==> config.mk <==
export PLATFORM = sky130hd
export DESIGN_NAME = lcd35_driver
export DESIGN_NICKNAME = d
export VERILOG_FILES = /design/src/rtl/lcd35_pkg.sv /design/src/rtl/lcd35_bp_gen.sv /design/src/rtl/lcd35_glyph.sv /design/src/rtl/lcd35_phase_drv.sv /design/src/rtl/lcd35_driver.sv
export SDC_FILE = /design/constraint.sdc
export NUM_CORES = 1
export LEC_CHECK = 0
export BUFFER_PORTS_ARGS = -buffer_cell sky130_fd_sc_hd__buf_2
export CORE_MARGIN = 3
export CORE_UTILIZATION = 45
export CTS_BUF_LIST = sky130_fd_sc_hd__clkbuf_8
export DETAILED_ROUTE_END_ITERATION = 7
export GPL_TIMING_DRIVEN = 0
export PLACE_DENSITY = 0.68
export REMOVE_ABC_BUFFERS = 1
export SYNTH_ARGS = -nofsm -noshare
export SYNTH_HDL_FRONTEND = slang
export SYNTH_SLANG_ARGS = --single-unit
==> constraint.sdc <==
create_clock -name clk -period 3.06 [get_ports clk]
set_input_delay 0.153 -clock clk [delete_from_list [all_inputs] [get_ports clk]]
set_output_delay 0.153 -clock clk [all_outputs]
set_load 0.005 [all_outputs]
==> src/rtl/lcd35_pkg.sv <==
package lcd35_pkg;

  typedef logic [6:0] seg7_t;

  localparam int NUM_FULL = 3;
  localparam int SEG_BITS = 7 * NUM_FULL + 3;

  // bit0=a ... bit6=g, lit = 1
  function automatic seg7_t bcd_to_seg7(input logic [3:0] code);
    seg7_t s;
    case (code)
      4'd0: s = 7'h3F;
      4'd1: s = 7'h06;
      4'd2: s = 7'h5B;
      4'd3: s = 7'h4F;
      4'd4: s = 7'h66;
      4'd5: s = 7'h6D;
      4'd6: s = 7'h7D;
      4'd7: s = 7'h07;
      4'd8: s = 7'h7F;
      4'd9: s = 7'h6F;
      default: s = 7'h00;  // non-BCD shows nothing
    endcase
    return s;
  endfunction

  // level a segment line takes for a given backplane level
  function automatic logic drive_level(input logic lit, input logic bp_lvl);
    return lit ? ~bp_lvl : bp_lvl;
  endfunction

endpackage

==> src/rtl/lcd35_bp_gen.sv <==
module lcd35_bp_gen #(
  parameter int DIV_HALF = 400
) (
  input  logic clk,
  input  logic rst,
  output logic phase,
  output logic phase_nxt
);
  localparam int CW = (DIV_HALF > 1) ? $clog2(DIV_HALF) : 1;
  localparam logic [CW-1:0] LAST = CW'(DIV_HALF - 1);

  logic [CW-1:0] cnt;
  logic          wrap;

  assign wrap      = (cnt == LAST);
  assign phase_nxt = phase ^ wrap;

  always_ff @(posedge clk) begin
    if (rst) begin
      cnt   <= '0;
      phase <= 1'b0;
    end else begin
      cnt   <= wrap ? '0 : cnt + 1'b1;
      phase <= phase_nxt;
    end
  end
endmodule

==> src/rtl/lcd35_glyph.sv <==
module lcd35_glyph
  import lcd35_pkg::*;
(
  input  logic [3:0]          bcd_hund,
  input  logic [3:0]          bcd_tens,
  input  logic [3:0]          bcd_ones,
  input  logic                thou_one,
  input  logic                neg,
  input  logic                ovr,
  input  logic                lamp,
  output logic [SEG_BITS-1:0] on_pat
);
  logic [3:0] codes [NUM_FULL];
  seg7_t      full  [NUM_FULL];
  logic [1:0] thou_on;
  logic       minus_on;

  assign codes[0] = bcd_ones;
  assign codes[1] = bcd_tens;
  assign codes[2] = bcd_hund;

  for (genvar d = 0; d < NUM_FULL; d++) begin : g_digit
    always_comb begin
      if (lamp)     full[d] = 7'h7F;
      else if (ovr) full[d] = 7'h00;
      else          full[d] = bcd_to_seg7(codes[d]);
    end
    assign on_pat[7*d +: 7] = full[d];
  end

  assign thou_on  = (lamp || ovr || thou_one) ? 2'b11 : 2'b00;
  assign minus_on = lamp || neg;

  assign on_pat[7*NUM_FULL +: 2] = thou_on;
  assign on_pat[SEG_BITS-1]      = minus_on;
endmodule

==> src/rtl/lcd35_phase_drv.sv <==
module lcd35_phase_drv
  import lcd35_pkg::*;
#(
  parameter int N = SEG_BITS
) (
  input  logic         clk,
  input  logic         rst,
  input  logic         lamp,
  input  logic         phase_nxt,
  input  logic [N-1:0] on_pat,
  output logic         bp,
  output logic [N-1:0] seg
);
  logic         bp_d;
  logic [N-1:0] seg_d;

  assign bp_d = lamp ? 1'b0 : phase_nxt;

  for (genvar i = 0; i < N; i++) begin : g_line
    assign seg_d[i] = lamp ? 1'b1 : drive_level(on_pat[i], phase_nxt);
  end

  always_ff @(posedge clk) begin
    if (rst) begin
      bp  <= 1'b0;
      seg <= '0;
    end else begin
      bp  <= bp_d;
      seg <= seg_d;
    end
  end
endmodule

==> src/rtl/lcd35_driver.sv <==
module lcd35_driver
  import lcd35_pkg::*;
#(
  parameter int DIV_HALF = 400
) (
  input  logic       clk,
  input  logic       rst,
  input  logic [3:0] bcd_hund,
  input  logic [3:0] bcd_tens,
  input  logic [3:0] bcd_ones,
  input  logic       thou_one,
  input  logic       neg,
  input  logic       ovr,
  input  logic       lamp,
  output logic       bp,
  output logic [6:0] seg_hund,
  output logic [6:0] seg_tens,
  output logic [6:0] seg_ones,
  output logic [1:0] seg_thou,
  output logic       seg_minus
);
  logic                phase;
  logic                phase_nxt;
  logic [SEG_BITS-1:0] on_pat;
  logic [SEG_BITS-1:0] seg_all;

  lcd35_bp_gen #(.DIV_HALF(DIV_HALF)) bp_gen_i (
    .clk(clk), .rst(rst), .phase(phase), .phase_nxt(phase_nxt)
  );

  lcd35_glyph glyph_i (
    .bcd_hund(bcd_hund), .bcd_tens(bcd_tens), .bcd_ones(bcd_ones),
    .thou_one(thou_one), .neg(neg), .ovr(ovr), .lamp(lamp),
    .on_pat(on_pat)
  );

  lcd35_phase_drv #(.N(SEG_BITS)) drv_i (
    .clk(clk), .rst(rst), .lamp(lamp), .phase_nxt(phase_nxt),
    .on_pat(on_pat), .bp(bp), .seg(seg_all)
  );

  assign seg_ones  = seg_all[6:0];
  assign seg_tens  = seg_all[13:7];
  assign seg_hund  = seg_all[20:14];
  assign seg_thou  = seg_all[22:21];
  assign seg_minus = seg_all[23];
endmodule

==> out/results.ini <==
[clock_tree]
cts_buffers=5
clock_sinks=34
insertion_delay_ps=280
htreeDepth=2
cts_hold_buf=0
clockBufferDepth=2
cts.clk_slew.worst_paths_ps=70
cts_resized=0
cts-root-buf=clkbuf_8
postCtsSetupBuffers=0
cts_tree=done

[placement]
post-place-ws_ps=35.28
postPlaceCellArea_um2=2456
post-dp-hpwl_mm=3.267
place.gp.congestion=0.8692
numPortBuffers=42

[route]
routed_wl_mm=4.719
drt_iter0_markers=72
drc=0
wire_per_inst_um=13.72
ant_nets=0
num_vias=1873
dr.pass1.iters=4
viasPerCell=5.445

[floorplanning]
num_rows=25
io-pin-count=43
die_height_um=77.95
dieWidth_um=77.95
initial_core_util_pct=48.05
core_um2=4848
dieArea_um2=6076

[synthesis]
synth.distinct_cells=51
syn_area_um2=2330
yosysMostFrequentCell=dfxtp_1
synth_area_leaders=dfxtp_1, ha_1, xnor3_1, a21oi_1, a211oi_2
yosys.area.top_type_share_pct=29.22
yosysSeqAreaShare_pct=29.22
ys_async_sr_fraction_pct=0
synth-edff-count=0
synthFlopType=dfxtp_1
synth_commonest_cells=dfxtp_1, a21oi_1, nor2_1
synth_warnings=0
avgSynthCellArea_um2=9.319
synth-seq-cells=34
syn-instance-count=250
synth.largest_area_cell=dfxtp_1

[global_route]
grt_usage_pct=16.61
grt_pass1_vias=1745
grt_pass1_wl_mm=8.176
antenna_found_initial=0
grt_overflow=0
grt_max_degree=35

[pwr]
seq_power_share_pct=47.8
power.leakage_nw=1.082
p_sw_mw=0.2699
comb_power_share_pct=16.9
swShare_pct=27.17
powerDensity_nw_per_um2=387.9
ir_drop_mv=0.2430
p_int_mw=0.7235
clockPowerShare_pct=35.3
finalPower_mw=0.9934

[worst_setup_path]
r2r_start=bp_gen_i.cnt[0]$_SDFF_PP0_
r2r-end=drv_i.seg[5]$_SDFF_PP0_
arrival_ps=2890
r2r_slack_ps=360
crit_path_start_kind=flip-flop
reg2reg_depth=5
timing_worst_setup_path_type=flip-flop to flip-flop
end_kind=flip-flop
cp.required_ps=3250
crit_fanout=20

[sta]
timing_hold_violations_final=0
tns_ps=0
min_period_ps=2702
timing.fmax_ghz=0.3701
period_share_pct=88.30
setup_ws_ps=358.0
maxSlewHeadroom_pct=31.03
slew_violations=0
skew_ps=2.340
tightest_slew_ps=1031
setup_viol=0
rsz0062_at_grt=false

[worst_hold_path]
min_path_type=input port to flip-flop
timing.hold.worst_endpoint=drv_i.seg[22]$_SDFF_PP0_
min_path_cells=4
min_from=thou_one

[layout]
diodes=0
nNetsFinal=310
drive_gt1_share_pct=24.91
area_delta_synth_final_pct=9.936
stdcell_area_um2=2561

[outcome]
status=complete, no violations

[flow_run]
drv_cap=0

## worst max-delay path: stages (launching register included)
cell and delay (ps):
dfxtp_1 390, ha_1 250, nand4_1 400, nor3_4 770, nor2_1 450, a211oi_1 350
## final cells by class
type / instances / area (um^2)
tap: 67 / 83.83
sequential: 34 / 680.7
multi-input combinational: 181 / 1446
fill: 460 / 2287
clock buffer: 6 / 82.58
clock inverter: 2 / 12.51
timing repair buffer: 42 / 210.2
inverter: 12 / 45.04
## logic make-up (layout without fill, tap and decap cells)
logic type      count (synthesis)  count (layout)  synth area share (%)
xor+xnor                       12              12                 8.056
flops                          34              34                 29.22
compound gates                 71              71                 22.99
mux                             3               3                 1.343
fa+ha+maj                      16              16                 8.593
simple gates                   79              79                 20.68
buf+inv                        35              62                 9.129
## worst max-delay path by stage
stage	cells after the start	start	slack [ps]	to
after floorplan	5	bp_gen_i.cnt[0]$_SDFF_PP0_	690	drv_i.seg[5]$_SDFF_PP0_
after global placement	5	bp_gen_i.cnt[0]$_SDFF_PP0_	40	drv_i.seg[5]$_SDFF_PP0_
after detailed placement	5	bp_gen_i.cnt[0]$_SDFF_PP0_	40	drv_i.seg[5]$_SDFF_PP0_
after CTS	5	bp_gen_i.cnt[0]$_SDFF_PP0_	4	drv_i.seg[5]$_SDFF_PP0_
after global routing	5	bp_gen_i.cnt[0]$_SDFF_PP0_	90	drv_i.seg[5]$_SDFF_PP0_
final	5	bp_gen_i.cnt[0]$_SDFF_PP0_	360	drv_i.seg[5]$_SDFF_PP0_
## cell usage in the layout (no fill, tap or decap), drive strengths merged, types with 2 or more instances in the layout
master,count
nand2,2
dfxtp,34
and4,2
nor2b,5
o22ai,2
clkinv,2
clkbuf,6
nand2b,10
xnor2,4
o21ai,4
nor3,10
o32ai,3
inv,11
a211oi,14
o211ai,7
nor4,6
nor4b,2
a21oi,23
nor3b,8
a211o,2
nor2,19
o311ai,2
mux2i,2
nand4,2
xor2,2
and2,3
o2111a,4
buf,42
ha,16
xnor3,6
o21a,4
nand3,4
o221a,2
## power groups by stage
stage | Sequential, mW | Clock, mW | Combinational [mW]
floorplan | 0.489 | 0 | 0.0888
CTS | 0.475 | 0.363 | 0.170
global route | 0.478 | 0.387 | 0.190
detailed placement | 0.485 | 0 | 0.169
finish | 0.475 | 0.350 | 0.168
global placement | 0.485 | 0 | 0.166
## per-layer routing
layer	vias up	track usage (%)	routed length (um)
met2	48	26.88	2207
met4	0	4.720	42
li1	962	-	-
met5	-	0	0
met3	4	3.480	216
met1	859	22.29	2252
## metrics by stage
stage	hold WS, ps	util (%)	cells
final	216.5	52.83	344
after floorplan	217.6	-	227
after global routing	237.0	52.83	344
after global placement	476.7	50.66	336
after CTS	219.9	52.62	344
after detailed placement	489.4	50.66	336
## flip-flops by register name, indices dropped and copies added (netlist names)
name	count
drv_i.seg	23
drv_i.bp	1
bp_gen_i.phase	1
bp_gen_i.cnt	9
Power figures use the tool's default switching activity.
